**config.mk**
```make
export PLATFORM = sky130hd
export DESIGN_NAME = flash_wr_splitter
export DESIGN_NICKNAME = d
export VERILOG_FILES = /design/src/rtl/fws_pkg.sv /design/src/rtl/fws_chunk_calc.sv /design/src/rtl/fws_cursor.sv /design/src/rtl/fws_ctrl.sv /design/src/rtl/flash_wr_splitter.sv
export SDC_FILE = /design/constraint.sdc
export NUM_CORES = 1
export LEC_CHECK = 0
export ABC_AREA = 0
export ABC_CLOCK_PERIOD_IN_PS = 8700
export BUFFER_PORTS_ARGS = -buffer_cell sky130_fd_sc_hd__buf_2
export CORE_ASPECT_RATIO = 1.5
export CORE_UTILIZATION = 58
export DETAILED_ROUTE_END_ITERATION = 8
export GPL_ROUTABILITY_DRIVEN = 0
export PLACE_DENSITY_LB_ADDON = 0.15
export SLEW_MARGIN = 20
export SYNTH_ARGS = -nofsm -noshare
export SYNTH_HDL_FRONTEND = slang
export SYNTH_SLANG_ARGS = --single-unit
```
**constraint.sdc**
```tcl
create_clock -name clk -period 8.7 [get_ports clk]
set_input_delay 0.435 -clock clk [delete_from_list [all_inputs] [get_ports clk]]
set_output_delay 0.435 -clock clk [all_outputs]
set_load 0.02 [all_outputs]
```
**src/rtl/fws_pkg.sv**
```systemverilog
package fws_pkg;

    localparam int ADDR_W        = 32;
    localparam int LEN_W         = 16;
    localparam int NARROW_ADDR_W = 24;
    localparam int PG_SMALL_LOG2 = 8;
    localparam int PG_LARGE_LOG2 = 9;
    localparam int CHUNK_W       = PG_LARGE_LOG2 + 1;

    localparam logic [7:0] OP_PROG_3B = 8'h02;
    localparam logic [7:0] OP_PROG_4B = 8'h12;

    typedef enum logic [1:0] {
        ST_IDLE = 2'd0,
        ST_EMIT = 2'd1,
        ST_FIN  = 2'd2
    } fws_state_e;

    typedef struct packed {
        logic page_large;
        logic wide_addr;
    } fws_cfg_t;

    typedef struct packed {
        logic [7:0]         opcode;
        logic [ADDR_W-1:0]  addr;
        logic [CHUNK_W-1:0] len;
    } fws_cmd_t;

    function automatic logic [CHUNK_W-1:0] fws_page_bytes(input logic page_large);
        return page_large ? (CHUNK_W'(1) << PG_LARGE_LOG2)
                          : (CHUNK_W'(1) << PG_SMALL_LOG2);
    endfunction

    function automatic logic [ADDR_W-1:0] fws_mask_addr(input logic [ADDR_W-1:0] a,
                                                        input logic wide);
        logic [ADDR_W-1:0] m;
        m = wide ? '1 : ADDR_W'((64'd1 << NARROW_ADDR_W) - 64'd1);
        return a & m;
    endfunction

endpackage

```
**src/rtl/fws_chunk_calc.sv**
```systemverilog
module fws_chunk_calc
    import fws_pkg::*;
(
    input  logic               clk,
    input  logic               rst,
    input  logic               check_en,
    input  logic [CHUNK_W-1:0] addr_low,
    input  logic [LEN_W-1:0]   remaining,
    input  logic               page_large,
    output logic [CHUNK_W-1:0] chunk_len,
    output logic               last_chunk
);

    logic [CHUNK_W-1:0] page;
    logic [CHUNK_W-1:0] offset;
    logic [CHUNK_W-1:0] room;

    always_comb begin
        page       = fws_page_bytes(page_large);
        offset     = addr_low & (page - CHUNK_W'(1));
        room       = page - offset;
        last_chunk = remaining <= LEN_W'(room);
        chunk_len  = last_chunk ? CHUNK_W'(remaining) : room;
    end

    // a command ends at or before its page boundary
    p_fits_page_r1: assert property (@(posedge clk) disable iff (rst)
        check_en |-> ({1'b0, offset} + {1'b0, chunk_len}) <= {1'b0, page});

    // never empty, never larger than a page
    p_len_bound_r2: assert property (@(posedge clk) disable iff (rst)
        check_en |-> (chunk_len != '0) && (chunk_len <= page));

endmodule

```
**src/rtl/fws_cursor.sv**
```systemverilog
module fws_cursor
    import fws_pkg::*;
(
    input  logic               clk,
    input  logic               rst,
    input  logic               load,
    input  logic [ADDR_W-1:0]  load_addr,
    input  logic [LEN_W-1:0]   load_len,
    input  logic               load_wide,
    input  logic               step,
    input  logic [CHUNK_W-1:0] step_len,
    output logic [ADDR_W-1:0]  cur_addr,
    output logic [LEN_W-1:0]   remaining
);

    logic wide_q;

    always_ff @(posedge clk) begin
        if (rst) begin
            cur_addr  <= '0;
            remaining <= '0;
            wide_q    <= 1'b0;
        end else if (load) begin
            cur_addr  <= fws_mask_addr(load_addr, load_wide);
            remaining <= load_len;
            wide_q    <= load_wide;
        end else if (step) begin
            cur_addr  <= fws_mask_addr(cur_addr + ADDR_W'(step_len), wide_q);
            remaining <= remaining - LEN_W'(step_len);
        end
    end

    // a step never consumes more than what is left
    p_no_underflow_r8: assert property (@(posedge clk) disable iff (rst)
        step |-> LEN_W'(step_len) <= remaining);

    // narrow addressing keeps the top byte clear
    p_narrow_top_r5: assert property (@(posedge clk) disable iff (rst)
        !wide_q |-> cur_addr[ADDR_W-1:NARROW_ADDR_W] == '0);

endmodule

```
**src/rtl/fws_ctrl.sv**
```systemverilog
module fws_ctrl
    import fws_pkg::*;
(
    input  logic clk,
    input  logic rst,
    input  logic req_valid,
    input  logic req_len_zero,
    input  logic cmd_ready,
    input  logic last_chunk,
    output logic req_ready,
    output logic cmd_valid,
    output logic done,
    output logic load,
    output logic step
);

    fws_state_e state_q, state_d;

    always_comb begin
        req_ready = (state_q == ST_IDLE);
        cmd_valid = (state_q == ST_EMIT);
        done      = (state_q == ST_FIN);
        load      = req_valid && req_ready;
        step      = cmd_valid && cmd_ready;
        state_d   = state_q;
        unique case (state_q)
            ST_IDLE: if (load) state_d = req_len_zero ? ST_FIN : ST_EMIT;
            ST_EMIT: if (step && last_chunk) state_d = ST_FIN;
            ST_FIN:  state_d = ST_IDLE;
            default: state_d = ST_IDLE;
        endcase
    end

    always_ff @(posedge clk) begin
        if (rst) state_q <= ST_IDLE;
        else     state_q <= state_d;
    end

    // no second request while one is in flight
    p_busy_refuse_r9: assert property (@(posedge clk) disable iff (rst)
        load |=> !req_ready);

    // done lasts a single cycle
    p_done_pulse_r8: assert property (@(posedge clk) disable iff (rst)
        done |=> !done);

    // empty request finishes without a command
    p_zero_len_r7: assert property (@(posedge clk) disable iff (rst)
        (load && req_len_zero) |=> (done && !cmd_valid));

    // done follows the final handshake
    p_done_after_last_r8: assert property (@(posedge clk) disable iff (rst)
        (step && last_chunk) |=> (done && !cmd_valid));

endmodule

```
**src/rtl/flash_wr_splitter.sv**
```systemverilog
module flash_wr_splitter
    import fws_pkg::*;
(
    input  logic               clk,
    input  logic               rst,
    input  logic               cfg_page_512,
    input  logic               cfg_addr4,
    input  logic               req_valid,
    output logic               req_ready,
    input  logic [ADDR_W-1:0]  req_addr,
    input  logic [LEN_W-1:0]   req_len,
    output logic               cmd_valid,
    input  logic               cmd_ready,
    output logic [7:0]         cmd_opcode,
    output logic [ADDR_W-1:0]  cmd_addr,
    output logic [CHUNK_W-1:0] cmd_len,
    output logic               done
);

    fws_cfg_t           cfg_q;
    logic               load;
    logic               step;
    logic               last_chunk;
    logic [ADDR_W-1:0]  cur_addr;
    logic [LEN_W-1:0]   remaining;
    logic [CHUNK_W-1:0] chunk_len;

    always_ff @(posedge clk) begin
        if (rst) begin
            cfg_q <= '0;
        end else if (load) begin
            cfg_q.page_large <= cfg_page_512;
            cfg_q.wide_addr  <= cfg_addr4;
        end
    end

    fws_ctrl ctrl_i (
        .clk          (clk),
        .rst          (rst),
        .req_valid    (req_valid),
        .req_len_zero (req_len == '0),
        .cmd_ready    (cmd_ready),
        .last_chunk   (last_chunk),
        .req_ready    (req_ready),
        .cmd_valid    (cmd_valid),
        .done         (done),
        .load         (load),
        .step         (step)
    );

    fws_cursor cursor_i (
        .clk       (clk),
        .rst       (rst),
        .load      (load),
        .load_addr (req_addr),
        .load_len  (req_len),
        .load_wide (cfg_addr4),
        .step      (step),
        .step_len  (chunk_len),
        .cur_addr  (cur_addr),
        .remaining (remaining)
    );

    fws_chunk_calc chunk_i (
        .clk        (clk),
        .rst        (rst),
        .check_en   (cmd_valid),
        .addr_low   (cur_addr[CHUNK_W-1:0]),
        .remaining  (remaining),
        .page_large (cfg_q.page_large),
        .chunk_len  (chunk_len),
        .last_chunk (last_chunk)
    );

    fws_cmd_t cmd;
    always_comb begin
        cmd.opcode = cfg_q.wide_addr ? OP_PROG_4B : OP_PROG_3B;
        cmd.addr   = cur_addr;
        cmd.len    = chunk_len;
    end
    assign cmd_opcode = cmd.opcode;
    assign cmd_addr   = cmd.addr;
    assign cmd_len    = cmd.len;

    // an offered command waits unchanged
    p_hold_r6: assert property (@(posedge clk) disable iff (rst)
        (cmd_valid && !cmd_ready) |=> (cmd_valid && $stable(cmd_addr)
                                       && $stable(cmd_len) && $stable(cmd_opcode)));

    // a narrow-address opcode never comes with a wide address
    p_opcode_addr_r5: assert property (@(posedge clk) disable iff (rst)
        (cmd_valid && cmd_opcode == OP_PROG_3B) |-> cmd_addr[ADDR_W-1:NARROW_ADDR_W] == '0);

    // a command that follows another in the same request starts on a page boundary
    p_aligned_next_r3: assert property (@(posedge clk) disable iff (rst)
        (step && !last_chunk) |=> (cmd_addr[PG_SMALL_LOG2-1:0] == '0));

endmodule

```
# Word-level counts from Yosys, hierarchy flattened
# Cells that the tools add are included.
[totals]
register_bits = 52
in_bits = 54
out_inout_bits = 53
word_cells = 37
[op_classes]
n_addsub = 4
magnitude_cmp = 1
eq_ne = 4
n_mux = 13
n_bitwise = 3
n_reduce_logical = 7
[op_table]
columns = ["op", "count"]
rows = [
  ["32-bit 2-to-1 mux", 4],
  ["32-bit AND", 2],
  ["32-bit by 10-bit adder with 32-bit output", 1],
  ["16-bit 2-to-1 mux", 2],
  ["10-bit 2-to-1 mux", 2],
  ["16-bit by 10-bit less-or-equal comparator with 1-bit output", 1],
  ["16-bit zero test", 1],
  ["16-bit by 10-bit subtractor with 16-bit output", 1],
  ["10-bit AND", 1],
  ["10-bit by 1-bit subtractor with 10-bit output, second input constant", 1],
  ["10-bit subtractor", 1],
  ["2-bit 2-to-1 mux", 3],
  ["5-bit 2-to-1 mux", 1],
  ["2-bit by 1-bit inequality test with 1-bit output, second input constant", 2],
  ["2-bit one-hot mux with 2 select lines", 1],
  ["1-bit logical AND", 3],
  ["2-bit by 1-bit == test with 1-bit output, second input constant", 1],
  ["2-bit == test, second input constant", 1],
  ["2-bit zero test", 1],
  ["2-bit AND reduction", 1],
  ["2-bit nonzero test", 1],
]

# Logic depth before layout (Yosys ltp)
# Gate-level depths: netlist (run 1).
[logic_depth]
word_depth = 10
mapped_depth = 25
depth_no_buf = 23

# Modules after synthesis
# Synthesis (run 1) repeated with hierarchy kept, for this count alone.
[hier_totals]
cells_unflattened = 542
area_unflattened_um2 = 4396.7
[by_module_without_submodules]
columns = ["mod", "n_inst", "cells_each", "area_per_inst_um2", "seq_area_each_um2"]
rows = [
  ["fws_cursor", 1, 438, 3588.4, 980.9],
  ["fws_chunk_calc", 1, 70, 528.0, 0.0],
  ["flash_wr_splitter", 1, 21, 168.9, 40.0],
  ["fws_ctrl", 1, 13, 111.4, 40.0],
]

# Least setup slack after synthesis (run 1)
# OpenSTA, ideal clock, no wires.
[synth_timing]
kind = "reg2reg"
startpoint = "register cursor_i.cur_addr[1]"
endpoint = "register cursor_i.cur_addr[14]"
setup_time_ns = 0.088
arrival_time_ns = 5.290
t_required_ns = 8.612
setup_slack_ns = 3.321
stages_incl_launch_ff = 25
n_path_buf = 2
period_less_slack_ns = 5.379
path_cell_list = "dfxtp_1 > inv_1 > ha_1 > inv_1 > or4_1 > xor2_1 > inv_2 > ha_1 > nand3_1 > nand3_1 > o31ai_1 > or2_2 > clkbuf_1 > o21ai_0 > ha_1 > inv_1 > fa_1 > and2b_1 > o21ai_2 > a21boi_4 > o22ai_4 > o31a_1 > buf_6 > or3_1 > a311oi_2"
[synth_via]
elab_chain_len = 8
[synth_lines]
columns = ["item", "line_no", "text"]
rows = [
  ["start: declaration", "fws_cursor.sv:12", "output logic [ADDR_W-1:0] cur_addr,"],
  ["start signal: assignment", "fws_cursor.sv:24", "cur_addr <= fws_mask_addr(load_addr, load_wide);"],
  ["start signal: assignment", "fws_cursor.sv:28", "cur_addr <= fws_mask_addr(cur_addr + ADDR_W'(step_len), wide_q);"],
  ["10-bit AND", "fws_chunk_calc.sv:20", "offset = addr_low & (page - CHUNK_W'(1));"],
  ["10-bit subtractor", "fws_chunk_calc.sv:21", "room = page - offset;"],
  ["16-bit by 10-bit less-or-equal comparator with 1-bit output", "fws_chunk_calc.sv:22", "last_chunk = remaining <= LEN_W'(room);"],
  ["10-bit 2-to-1 mux", "fws_chunk_calc.sv:23", "chunk_len = last_chunk ? CHUNK_W'(remaining) : room;"],
  ["via cmd_len[0]", "flash_wr_splitter.sv:16", "output logic [CHUNK_W-1:0] cmd_len,"],
  ["32-bit by 10-bit adder with 32-bit output", "fws_cursor.sv:28", ""],
  ["32-bit AND", "fws_pkg.sv:39", "return a & m;"],
  ["32-bit 2-to-1 mux", "fws_cursor.sv:27", "end else if (step) begin"],
  ["32-bit 2-to-1 mux", "fws_cursor.sv:23", "end else if (load) begin"],
]
# The timed path passes the listed nets, and every way through them passes these cells. The select of a mux whose other input is x is not followed.
# A chain may end at the register's enable or synchronous reset.

# Worst setup path after layout (run 1)
[layout_timing]
startpoint = "register cursor_i.cur_addr[1]"
endpoint = "register cursor_i.cur_addr[20]"
[layout_via]
elab_chain_len = 8
[layout_lines]
columns = ["item", "line_no"]
rows = [
  ["10-bit AND", "fws_chunk_calc.sv:20"],
  ["10-bit subtractor", "fws_chunk_calc.sv:21"],
  ["16-bit by 10-bit less-or-equal comparator with 1-bit output", "fws_chunk_calc.sv:22"],
  ["10-bit 2-to-1 mux", "fws_chunk_calc.sv:23"],
  ["32-bit by 10-bit adder with 32-bit output (*)", "fws_cursor.sv:28"],
  ["32-bit AND (*)", "fws_pkg.sv:39"],
  ["32-bit 2-to-1 mux (*)", "fws_cursor.sv:27"],
  ["32-bit 2-to-1 mux (*)", "fws_cursor.sv:23"],
]
# Mark *: on every way between the ends. The rest lies on a longest branch, timed or not. The select of a mux whose other input is x is not followed.

==> reports/results.md, run 1 <==
| Item | This run |
|---|---|
| Die width | 71.46 um |
| Mean instance size in the synthesized netlist | 7.605 um^2 |
| Cells along the critical path | inv_1 -> ha_1 -> inv_1 -> or4_1 -> xor2_1 -> inv_2 -> ha_1 -> a2111oi_0 -> o2111a_1 -> o21ai_0 -> o21ai_0 -> ha_1 -> inv_1 -> fa_1 -> and2b_1 -> o21ai_2 -> a21boi_4 -> o22ai_4 -> o31a_1 -> or4_1 -> a311oi_1 |
| Later-pin clock latency in the skew report | 320 ps |
| Sequential cell area fraction in the yosys report | 24.80% |
| Portion of the clock cycle consumed by the worst path in the final layout | 64.78% |
| Aggregate negative setup slack | 0 ps |
| Number of enable-type register cells in the synthesized netlist | 0 |
| Number of hold-repair buffers added at the cts stage | 0 |
| Drt drc | 0 |
| Number of buffers created by CTS | 5 |
| Die area | 7589 um^2 |
| Endpoint type of the worst setup path | flip-flop |
| First DRT Iteration DRCs | 231 |
| Detailed Place HPWL | 8.266 mm |
| Post-route antenna net violation count | 0 |
| RSZ-0062 raised after global routing | no |
| CP Launch Point | cursor_i.cur_addr[1] |
| Area added between synthesis and finish | 13.23% |
| CP max stage cell | a2111oi_0 |
| Clk_skew | 15.56 ps |
| Crit path required time | 8920 ps |
| Setup Viol. Count Final | 0 |
| Clock Tree Buf Depth | 2 |
| Slew at the pin with the worst max-slew slack | 1104 ps |
| Global-route track usage on met1 | 34.99% |
| Type of element launching the critical path | flip-flop |
| Combined buffer and inverter count along the critical path | 4 |
| Vias in the first global route | 4063 |
| Maximum number of pins on one net before global-route repair | 58 |
| Commonest non-fill, non-tap cell in the layout | buf_2 |
| Vert. Die Dim | 106.2 um |
| Most used cells in the layout excluding fill and tap cells | buf_2, nor2_1, dfxtp_1, nand2_1, o21ai_0 |
| Wire length of the first global-routing pass | 18.23 mm |
| Status | finished, final reports clean |
| Max stage delay on crit path | 560 ps |
| Remaining max-slew budget at the tightest pin | 26.41% |
| ANT cells | 0 |
| YS warnings | 0 |
| Instance area after placement | 4656 um^2 |
| Number of unique standard cell types used by synthesis | 65 |
| Clock period minus final worst setup slack | 5636 ps |
| Fmax | 177.4 MHz |
| Number of nets at the end of the flow | 717 |
| Max FO, Critical Path | 12 |
| Type of the worst setup path | flip-flop to flip-flop |
| Top delay family on crit path | compound AO/OA/AOI/OAI gates |
| Max IR drop VDD | 0.1450 mV |
| Layer with the highest usage after global routing | met2 |
| Initial core utilization | 60.45% |
| Hold WC Path Type | input port to flip-flop |
| Antenna violations before repair | 0 |
| CTS root buffer | clkbuf_8 |
| P per Cell Area | 263.4 nW/um^2 |
| Number of port buffers | 99 |
| Buffers inserted by post-CTS timing repair | 0 |
| Avg Vias per Cell | 6.182 |
| CTS HTree Levels | 2 |
| Pre-Repair DR Iteration Count | 6 |
| Mapped Cells | 552 |
| Std cell rows | 37 |
| Worst Min Path Start | req_addr[1] |
| Gr ovfl total | 0 |
| # IOs | 107 |
| Area of the core | 6944 um^2 |
| Cell area after synthesis | 4198 um^2 |
| Final instance area | 4753 um^2 |
| Max-slew violations | 0 |
| Final Hold Viols | 0 |
| Number of vias after detailed routing | 4383 |
| Post-CTS sizing | 0 |
| FF-to-FF Start | cursor_i.cur_addr[1] |
| Async S/R FF share, synth | 0% |
| Met3 demand-to-capacity share in global routing | 4.360% |
| Total Routed Length | 11.07 mm |
| Global-route usage over all layers | 29.59% |
| Clock transition at path regs | 110 ps |
| Clock tree from TritonCTS | done |
| Number of synthesized register bits | 52 |
| Max capacitance violation total | 0 |
| Fraction of layout instances using a drive strength above 1 | 19.49% |
| Most used flip-flop cell after synthesis | dfxtp_1 |
| Leak | 2.064 nW |
| Global routing met2 resource utilization | 53.33% |
| Num Clock Sinks | 52 |
| WL/cell | 15.62 um |
| Arrival time at the worst endpoint | 5850 ps |
-- worst paths after layout --
kind / cells past startpoint / slack (ps) / to
max: 21 / 3060 / cursor_i.cur_addr[20]
min: 3 / 340 / cursor_i.cur_addr[1]
min reg2reg: 2 / 480 / cfg_q[1]
max reg2reg: 21 / 3060 / cursor_i.cur_addr[20]
-- kinds of logic after synthesis --
group	Yosys count	share of synthesized area, %
compound gates	169	28.26
xor+xnor	24	5.007
fa+ha+maj	33	10.19
buf+inv	56	5.961
flops	52	24.80
mux	4	0.9836
other cells	2	0.1789
simple gates	212	24.62
-- area by class of cell --
type	instances	area, um^2
sequential	52	1041
multi-input combinational	449	2933
clock buffer	6	82.58
clock inverter	2	10.01
timing repair buffer	101	510.5
fill	617	2191
tap	78	97.59
inverter	21	78.83
-- synth_stat cells, types with 10 or more instances --
library cell / count / share of area (%)
clkbuf_1: 21 / 1.9
ha_1: 31 / 9.2
dfxtp_1: 52 / 25
nand2_1: 50 / 4.5
a311oi_1: 12 / 2.5
xor2_1: 10 / 2.1
nor3_1: 17 / 2.0
o21a_1: 15 / 2.7
nor2_1: 69 / 6.2
a211oi_1: 27 / 4.8
inv_1: 20 / 1.8
a21oi_1: 26 / 3.1
o21ai_0: 37 / 4.4
xnor2_1: 14 / 2.9
-- state kept, by name, indices dropped and copies added (netlist names) --
name / flops
ctrl_i.state_q: 2
cursor_i.cur_addr: 32
cfg_q: 1
cursor_i.remaining: 16
cursor_i.wide_q: 1
-- power by group --
group	total, mW	switching, mW	leakage, nW	internal (mW)
combinational	0.788	0.472	1.58	0.316
sequential	0.314	0.0428	0.429	0.271
clock	0.150	0.0860	0.0510	0.0638
-- routing by layer --
layer  wire length, um  up-vias
met2              5572      139
met4               313        0
met3               481       23
met1              4707     2049
met5                 0        -
li1                  -     2172
-- tightest hold or removal path, delay by kind of cell --
family	cells	cell delay, ps
buf+inv	1	100
simple gates	1	40
compound gates	1	50
-- per-stage QoR --
step | utilization (%) | power, mW | hold WS [ps] | setup WS [ps] | std cells
5_1_grt | 68.45 | 1.351 | 350.7 | 2685 | 709
3_5_place_dp | 67.05 | 1.097 | 467.1 | 3049 | 701
6_report | 68.45 | 1.252 | 339.4 | 3064 | 709
3_3_place_gp | 67.05 | 1.080 | 445.7 | 3368 | 701
2_1_floorplan | - | 0.9176 | 436.8 | 3321 | 557
4_1_cts | 68.38 | 1.247 | 343.3 | 2996 | 709
No activity file was read; power rests on OpenSTA's default activity.
==> inputs of run 2 (changes only) <==
Settings changed: ABC_AREA 0 to 1, ABC_CLOCK_PERIOD_IN_PS 8700 to 5900, CORE_UTILIZATION 58 to 57.
Clock period 8.7 ns to 5.9 ns, I/O delays scaled along.
==> run 2 against run 1 <==
Net effect:
- hold slack got worse by 140 ps
- sequential share of layout area fell by 4.0 points
- register-to-register slack got worse by 1400 ps
- combinational power rose by 110%
- global-route usage rose by 1.2 points
- first-iteration DRC count fell by 3.9%
- clock power rose by 130%
- utilization fell by 2.6 points
- non-clock buffer count rose by 1
- largest cell class unchanged
- wire length rose by 27%
- sequential power rose by 65%
==> reports/results.md, run 2 <==
| Item | This run | Delta |
|---|---|---|
| Status | finished, final reports clean |  |
| Fraction of layout instances using a drive strength above 1 | 17.68% | -1.8 points |
| Fill cell total of the finished layout | 896 | +45% |
| Sequential cell area fraction in the yosys report | 20.10% | -4.7 points |
| # IOs | 107 | unchanged |
| Most used flip-flop cell after synthesis | dfxtp_1 |  |
| Drt drc | 0 | unchanged |
| Number of vias after detailed routing | 5746 | +31% |
| Maximum number of pins on one net before global-route repair | 52 | -10% |
| Number of unique standard cell types used by synthesis | 41 | -37% |
| Number of nets at the end of the flow | 1042 | +45% |
| Fmax | 235.2 MHz | +33% |
| Leading post-synthesis cells by cell area | dfxtp_1, nand2_1, inv_1, nand3_1, ha_1 |  |
| Combined buffer and inverter count along the critical path | 3 | -1 |
| Max-slew violations | 0 | unchanged |
| Num Clock Sinks | 52 | unchanged |
| Avg Vias per Cell | 5.390 | -13% |
| RSZ-0062 raised after global routing | no |  |
| Most used cells in the layout excluding fill and tap cells | nand2_1, inv_1, buf_2, nand3_1, o21ai_0 |  |
| Async S/R FF share, synth | 0% | unchanged |
| Setup Viol. Count Final | 0 | unchanged |
| CTS root buffer | clkbuf_16 |  |
| Remaining max-slew budget at the tightest pin | 47.11% | +21 points |
| Gr ovfl total | 0 | unchanged |
| Cell area after synthesis | 5179 um^2 | +23% |
| Area of the core | 8828 um^2 | +27% |
| Max FO, Critical Path | 21 | +9 |
| Top delay family on crit path | simple AND/OR/NAND/NOR gates |  |
| Max stage delay on crit path | 400 ps | -160 ps |
| Cell depth of the worst hold path | 2 | -1 |
| Initial core utilization | 58.66% | -1.8 points |
| Antenna violations before repair | 0 | unchanged |
| Clock Tree Buf Depth | 2 | unchanged |
| YS warnings | 0 | unchanged |
| WL/cell | 13.21 um | -15% |
| Post-route antenna net violation count | 0 | unchanged |
| Aggregate negative setup slack | 0 ps | unchanged |
| Clk_skew | 8.768 ps | -6.787 ps |
| Worst hold path endpoint | ctrl_i.state_q[0] |  |
| Number of enable-type register cells in the synthesized netlist | 0 | unchanged |
| Endpoint type of the worst setup path | flip-flop |  |
| Clock period minus final worst setup slack | 4251 ps | -1385 ps |
| Die width | 79.83 um | +12% |
| ANT cells | 0 | unchanged |
| Largest registers ranked by flip-flop count | cursor_i.cur_addr x32, cursor_i.remaining x16, ctrl_i.state_q x2 |  |
| CTS HTree Levels | 2 | unchanged |
| Type of the worst setup path | flip-flop to flip-flop |  |
| Reg-to-reg setup timing slack | 1650 ps | -1410 ps |
| Final Hold Viols | 0 | unchanged |
| Final standard cell utilization of the core | 65.89% | -2.6 points |
| Detailed Place HPWL | 10.95 mm | +32% |
| Leak | 3.240 nW | +57% |
| CP max stage cell | fa_1 |  |
| Global-route usage over all layers | 30.78% | +1.2 points |
| Most prevalent standard cell on the critical path | nand2_1 |  |
| First DRT Iteration DRCs | 222 | -3.9% |
| FF-to-FF Start | cursor_i.cur_addr[1] |  |
| Type of element launching the critical path | flip-flop |  |
| Worst Min Path Start | rst |  |
| Slew at the pin with the worst max-slew slack | 790.5 ps | -313.4 ps |
| Std cell rows | 42 | +14% |
| Biggest area consumer among synthesized cells | dfxtp_1 |  |
| CP Launch Point | cursor_i.cur_addr[1] |  |
| Mean instance size in the synthesized netlist | 5.919 um^2 | -22% |
| Max IR drop VDD | 0.2685 mV | +85% |
| Hold WC Path Type | input port to flip-flop |  |
| Number of port buffers | 99 | unchanged |
| Capture point of the worst reg-to-reg path | cursor_i.cur_addr[20] |  |
| Register bank with the most flops | cursor_i.cur_addr |  |
| Number of buffers created by CTS | 5 | unchanged |
| Area fraction of the dominant cell type after synthesis | 20.10% | -4.7 points |
| Portion of the clock cycle consumed by the worst path in the final layout | 72.05% | +7.3 points |
| Clock tree from TritonCTS | done |  |
| Area added between synthesis and finish | 12.32% |  |
| Mapped Cells | 875 | +59% |
| Post-CTS sizing | 0 | unchanged |
| P per Cell Area | 433.7 nW/um^2 | +65% |
| Crit path required time | 6130 ps | -2790 ps |
| Commonest non-fill, non-tap cell in the layout | nand2_1 |  |
| Die area | 9478 um^2 | +25% |
| Flip-flop count of the largest register, all copies and words added | 32 | unchanged |
| Vias in the first global route | 5293 | +30% |
| Wire length of the first global-routing pass | 23.15 mm | +27% |
| Later-pin clock latency in the skew report | 300 ps | -20 ps |
| Number of synthesized register bits | 52 | unchanged |
| Vert. Die Dim | 118.7 um | +12% |
| Max capacitance violation total | 0 | unchanged |
| Total Routed Length | 14.09 mm | +27% |
| Number of cells on the worst reg-to-reg path | 27 | +29% |
| Buffers inserted by post-CTS timing repair | 0 | unchanged |
| Number of hold-repair buffers added at the cts stage | 0 | unchanged |
| Clock transition at path regs | 70 ps | -40 ps |
| Most common cell in the netlist | nand2_1 |  |
| List of most frequent post-synthesis cells | nand2_1, inv_1, nand3_1 |  |
| Arrival time at the worst endpoint | 4480 ps | -1370 ps |
| Pre-Repair DR Iteration Count | 4 | -2 |
run 2: cell families after synthesis:
logic type	synth area share (%)
other	0.1450
buffers and inverters	14.67
xor gates and xnor gates	2.875
AOI/OAI and AO/OA	15.39
adders and majority gates	8.263
DFF	20.10
and+or+nand+nor	38.56
run 2: metrics by stage:
step                std cells  worst slack [ps]  area (um^2)  hold WS, ps  power, mW
floorplan                 880              1695         5197        357.4      1.801
global placement         1058              1841         5649        454.5      2.154
detailed placement       1058              1698         5649        453.1      2.174
CTS                      1066              1673         5817        198.6      2.522
global route             1066              1151         5817        220.4      2.766
finish                   1066              1649         5817        203.4      2.523
run 2: worst max-delay path by stage:
stage | depth (start not counted) | slack [ps] | endpoint
after floorplan | 27 | 1690 | cursor_i.cur_addr[28]
after global placement | 27 | 1840 | cursor_i.cur_addr[20]
after detailed placement | 27 | 1700 | cursor_i.cur_addr[20]
after CTS | 27 | 1670 | cursor_i.cur_addr[20]
after global routing | 26 | 1150 | cursor_i.cur_addr[12]
final | 27 | 1650 | cursor_i.cur_addr[20]
run 2: worst reg2reg max path: cells and delay by family (launching register included):
family	cells	cell delay, ps
adders and majority gates	3	980
xor gates and xnor gates	1	250
and+or+nand+nor	17	1840
DFF	1	330
buffers and inverters	3	290
AOI/OAI and AO/OA	3	490
run 2: area by class of cell:
cell class	count	area (um^2)	share of cell area [%]
Inverter	148	555.5	9.550
Sequential cell	52	1041	17.90
Clock buffer	5	125.1	2.151
Clock inverter	3	42.54	0.7313
Multi-Input combinational cell	646	3397	58.40
Tap cell	110	137.6	2.366
Timing Repair Buffer	102	518.0	8.905
run 2: report_power, final:
group / leakage [nW] / switching, mW / total, mW / internal (mW)
sequential: 0.431 / 0.0997 / 0.519 / 0.420
clock: 0.0798 / 0.143 / 0.342 / 0.200
combinational: 2.73 / 1.08 / 1.66 / 0.582
total: 3.24 / 1.32 / 2.52 / 1.20
run 2: routing by layer:
| metal | part of all wire (%) | vias up | track usage [%] |
|---|---|---|---|
| met5 | 0 | - | 0 |
| met4 | 3.5 | 0 | 13.17 |
| met3 | 3.6 | 29 | 2.934 |
| met2 | 53 | 139 | 58.81 |
| met1 | 40 | 2631 | 32.95 |
| li1 | - | 2947 | - |
==> inputs of run 3 (changes only) <==
Settings changed: ABC_CLOCK_PERIOD_IN_PS 5900 to 4300.
Clock period 5.9 ns to 4.3 ns, I/O delays scaled along.
==> run 3 against run 2 <==
Net effect:
- clock power increased by 45%
- die area stayed put
- total power up 42%
- first-iteration DRC count up 41%
- global-route usage is 0.057 points higher
- non-clock buffer count up 10
- clock-buffer cell count up 1
- cell area up 2.2%
- critical path type unchanged
==> reports/results.md, run 3 (synthesis gave the netlist of run 2 again) <==
| Item | This run | Delta |
|---|---|---|
| Power consumption | 3.592 mW | +42% |
| Avg Vias per Cell | 5.419 | +0.54% |
| Setup Viol. Count Final | 0 | unchanged |
| Aggregate negative setup slack | 0 ps | unchanged |
| Post-route antenna net violation count | 0 | unchanged |
| Leak | 3.305 nW | +2.0% |
| Flip-flop count of the largest register, all copies and words added | 32 | unchanged |
| Number of hold-repair buffers added at the cts stage | 0 | unchanged |
| Area added between synthesis and finish | 14.83% |  |
| Fmax | 249.3 MHz | +6.0% |
| Vert. Die Dim | 118.7 um | unchanged |
| CTS HTree Levels | 2 | unchanged |
| Final cell count without fillers | 1076 | +0.94% |
| Final Hold Viols | 0 | unchanged |
| Number of nets at the end of the flow | 1052 | +0.96% |
| Gr ovfl total | 0 | unchanged |
| Largest registers ranked by flip-flop count | cursor_i.cur_addr x32, cursor_i.remaining x16, ctrl_i.state_q x2 |  |
| Drt drc | 0 | unchanged |
| Type of element launching the critical path | flip-flop |  |
| Most used cells in the layout excluding fill and tap cells | nand2_1, inv_1, buf_2, nand3_1, o21ai_0 |  |
| Number of buffers created by CTS | 5 | unchanged |
| Max IR drop VDD | 0.3924 mV | +46% |
| Clock tree from TritonCTS | done |  |
| Clock period minus final worst setup slack | 4011 ps | -239.7 ps |
| Instance area after placement | 5664 um^2 | +0.27% |
| Clock transition at path regs | 80 ps | about the same |
| Maximum number of pins on one net before global-route repair | 52 | unchanged |
| Clk_skew | 7.470 ps | -1.298 ps |
| Slew at the pin with the worst max-slew slack | 838.7 ps | +48.20 ps |
| Portion of the clock cycle consumed by the worst path in the final layout | 93.28% | +21 points |
| Final standard cell utilization of the core | 67.36% | +1.5 points |
| Initial core utilization | 58.66% | unchanged |
| P per Cell Area | 604.1 nW/um^2 | +39% |
| Max capacitance violation total | 0 | unchanged |
| Register bank with the most flops | cursor_i.cur_addr |  |
| Crit path required time | 4460 ps | -1670 ps |
| Remaining max-slew budget at the tightest pin | 43.89% | -3.2 points |
| Total Routed Length | 14.57 mm | +3.4% |
| Clock Tree Buf Depth | 2 | unchanged |
| Max-slew violations | 0 | unchanged |
| Number of cells on the worst reg-to-reg path | 28 | +3.7% |
| Final worst slack | 288.9 ps | -1360 ps |
| # IOs | 107 | unchanged |
| Hold WC Path Type | input port to flip-flop |  |
| Type of the worst setup path | flip-flop to flip-flop |  |
| Register Area | 1041 um^2 | unchanged |
| Hold slack | 111.1 ps | -92.33 ps |
| CP max stage cell | fa_1 |  |
| Number of vias after detailed routing | 5831 | +1.5% |
| Wire length of the first global-routing pass | 23.12 mm | -0.15% |
| Global-route usage over all layers | 30.84% | +0.057 points |
| Worst slack after detailed placement | 160.1 ps | -1538 ps |
| Detailed Place HPWL | 10.94 mm | about the same |
| WL/cell | 13.54 um | +2.5% |
| Pre-Repair DR Iteration Count | 5 | +1 |
| Most prevalent standard cell on the critical path | nand2_1 |  |
| Max stage delay on crit path | 430 ps | +30 ps |
| Fraction of layout instances using a drive strength above 1 | 19.15% | +1.5 points |
| Cell count after placement | 1060 | +0.19% |
| CTS root buffer | clkbuf_16 |  |
| Number of port buffers | 99 | unchanged |
| First DRT Iteration DRCs | 313 | +41% |
| Final instance area | 5947 um^2 | +2.2% |
| Num Clock Sinks | 52 | unchanged |
| Endpoint type of the worst setup path | flip-flop |  |
| Antenna violations before repair | 0 | unchanged |
| ANT cells | 0 | unchanged |
| Die width | 79.83 um | unchanged |
| Die area | 9478 um^2 | unchanged |
| Arrival time at the worst endpoint | 4170 ps | -310 ps |
| Fill cell total of the finished layout | 887 | -1.0% |
| Status | finished, final reports clean |  |
| Area of the core | 8828 um^2 | unchanged |
| Cell depth of the worst hold path | 2 | unchanged |
| Max FO, Critical Path | 12 | -43% |
| Area taken by multi-input logic gates | 3438 um^2 | +1.2% |
| Later-pin clock latency in the skew report | 300 ps | about the same |
| Commonest non-fill, non-tap cell in the layout | nand2_1 |  |
| Std cell rows | 42 | unchanged |
| Vias in the first global route | 5258 | -0.66% |
==> run 3: changes by cell type in the layout (fill, tap and decap cells not counted), sizes merged <==
cell / delta
clkinvlp: -1
clkbuf: +1
buf: +10
==> run 3: what timing repair did <==
item / 4_1_cts / 5_1_grt
resized for setup: 0 / 10
endpoints found under the setup margin: 0 / 22
buffers inserted: 0 / 8
==> run 3: per-layer routing <==
metal  track usage [%]  wire (um)  up-vias
met2             58.92       7659      197
met3             2.934        733       47
met5                 0          0        -
met4             15.07        623        0
met1             32.23       5551     2620
li1                  -          -     2967
==> run 3: path summary, 6_finish.rpt <==
check                                     startpoint                     end  slack [ps]
worst max-delay path            cursor_i.cur_addr[0]  cursor_i.remaining[10]         290
worst min-delay path                             rst       ctrl_i.state_q[0]         110
worst max register to register  cursor_i.cur_addr[0]  cursor_i.remaining[10]         290
worst min register to register              cfg_q[1]                cfg_q[1]         460
==> run 3: critical path: cells and delay by family (launching register included) <==
family | cells | cell delay, ps
adders and majority gates | 3 | 930
AOI/OAI and AO/OA | 2 | 160
buffers and inverters | 4 | 520
DFF | 1 | 350
and+or+nand+nor | 18 | 1780
xor gates and xnor gates | 1 | 120
==> run 3: power by group <==
group          internal (mW)  switching, mW  leakage (nW)
clock                  0.293          0.204        0.0871
sequential             0.576          0.138         0.431
combinational          0.855           1.53          2.79
total                   1.72           1.87          3.31
==> run 3: layout make-up <==
class	instances	share of cell area [%]
clock buffers	6	2.335
well taps	110	2.314
clock inverters	2	0.6522
multi-input cells	646	57.82
inverters	148	9.341
flip-flops and latches	52	17.50
repair buffers	112	10.04
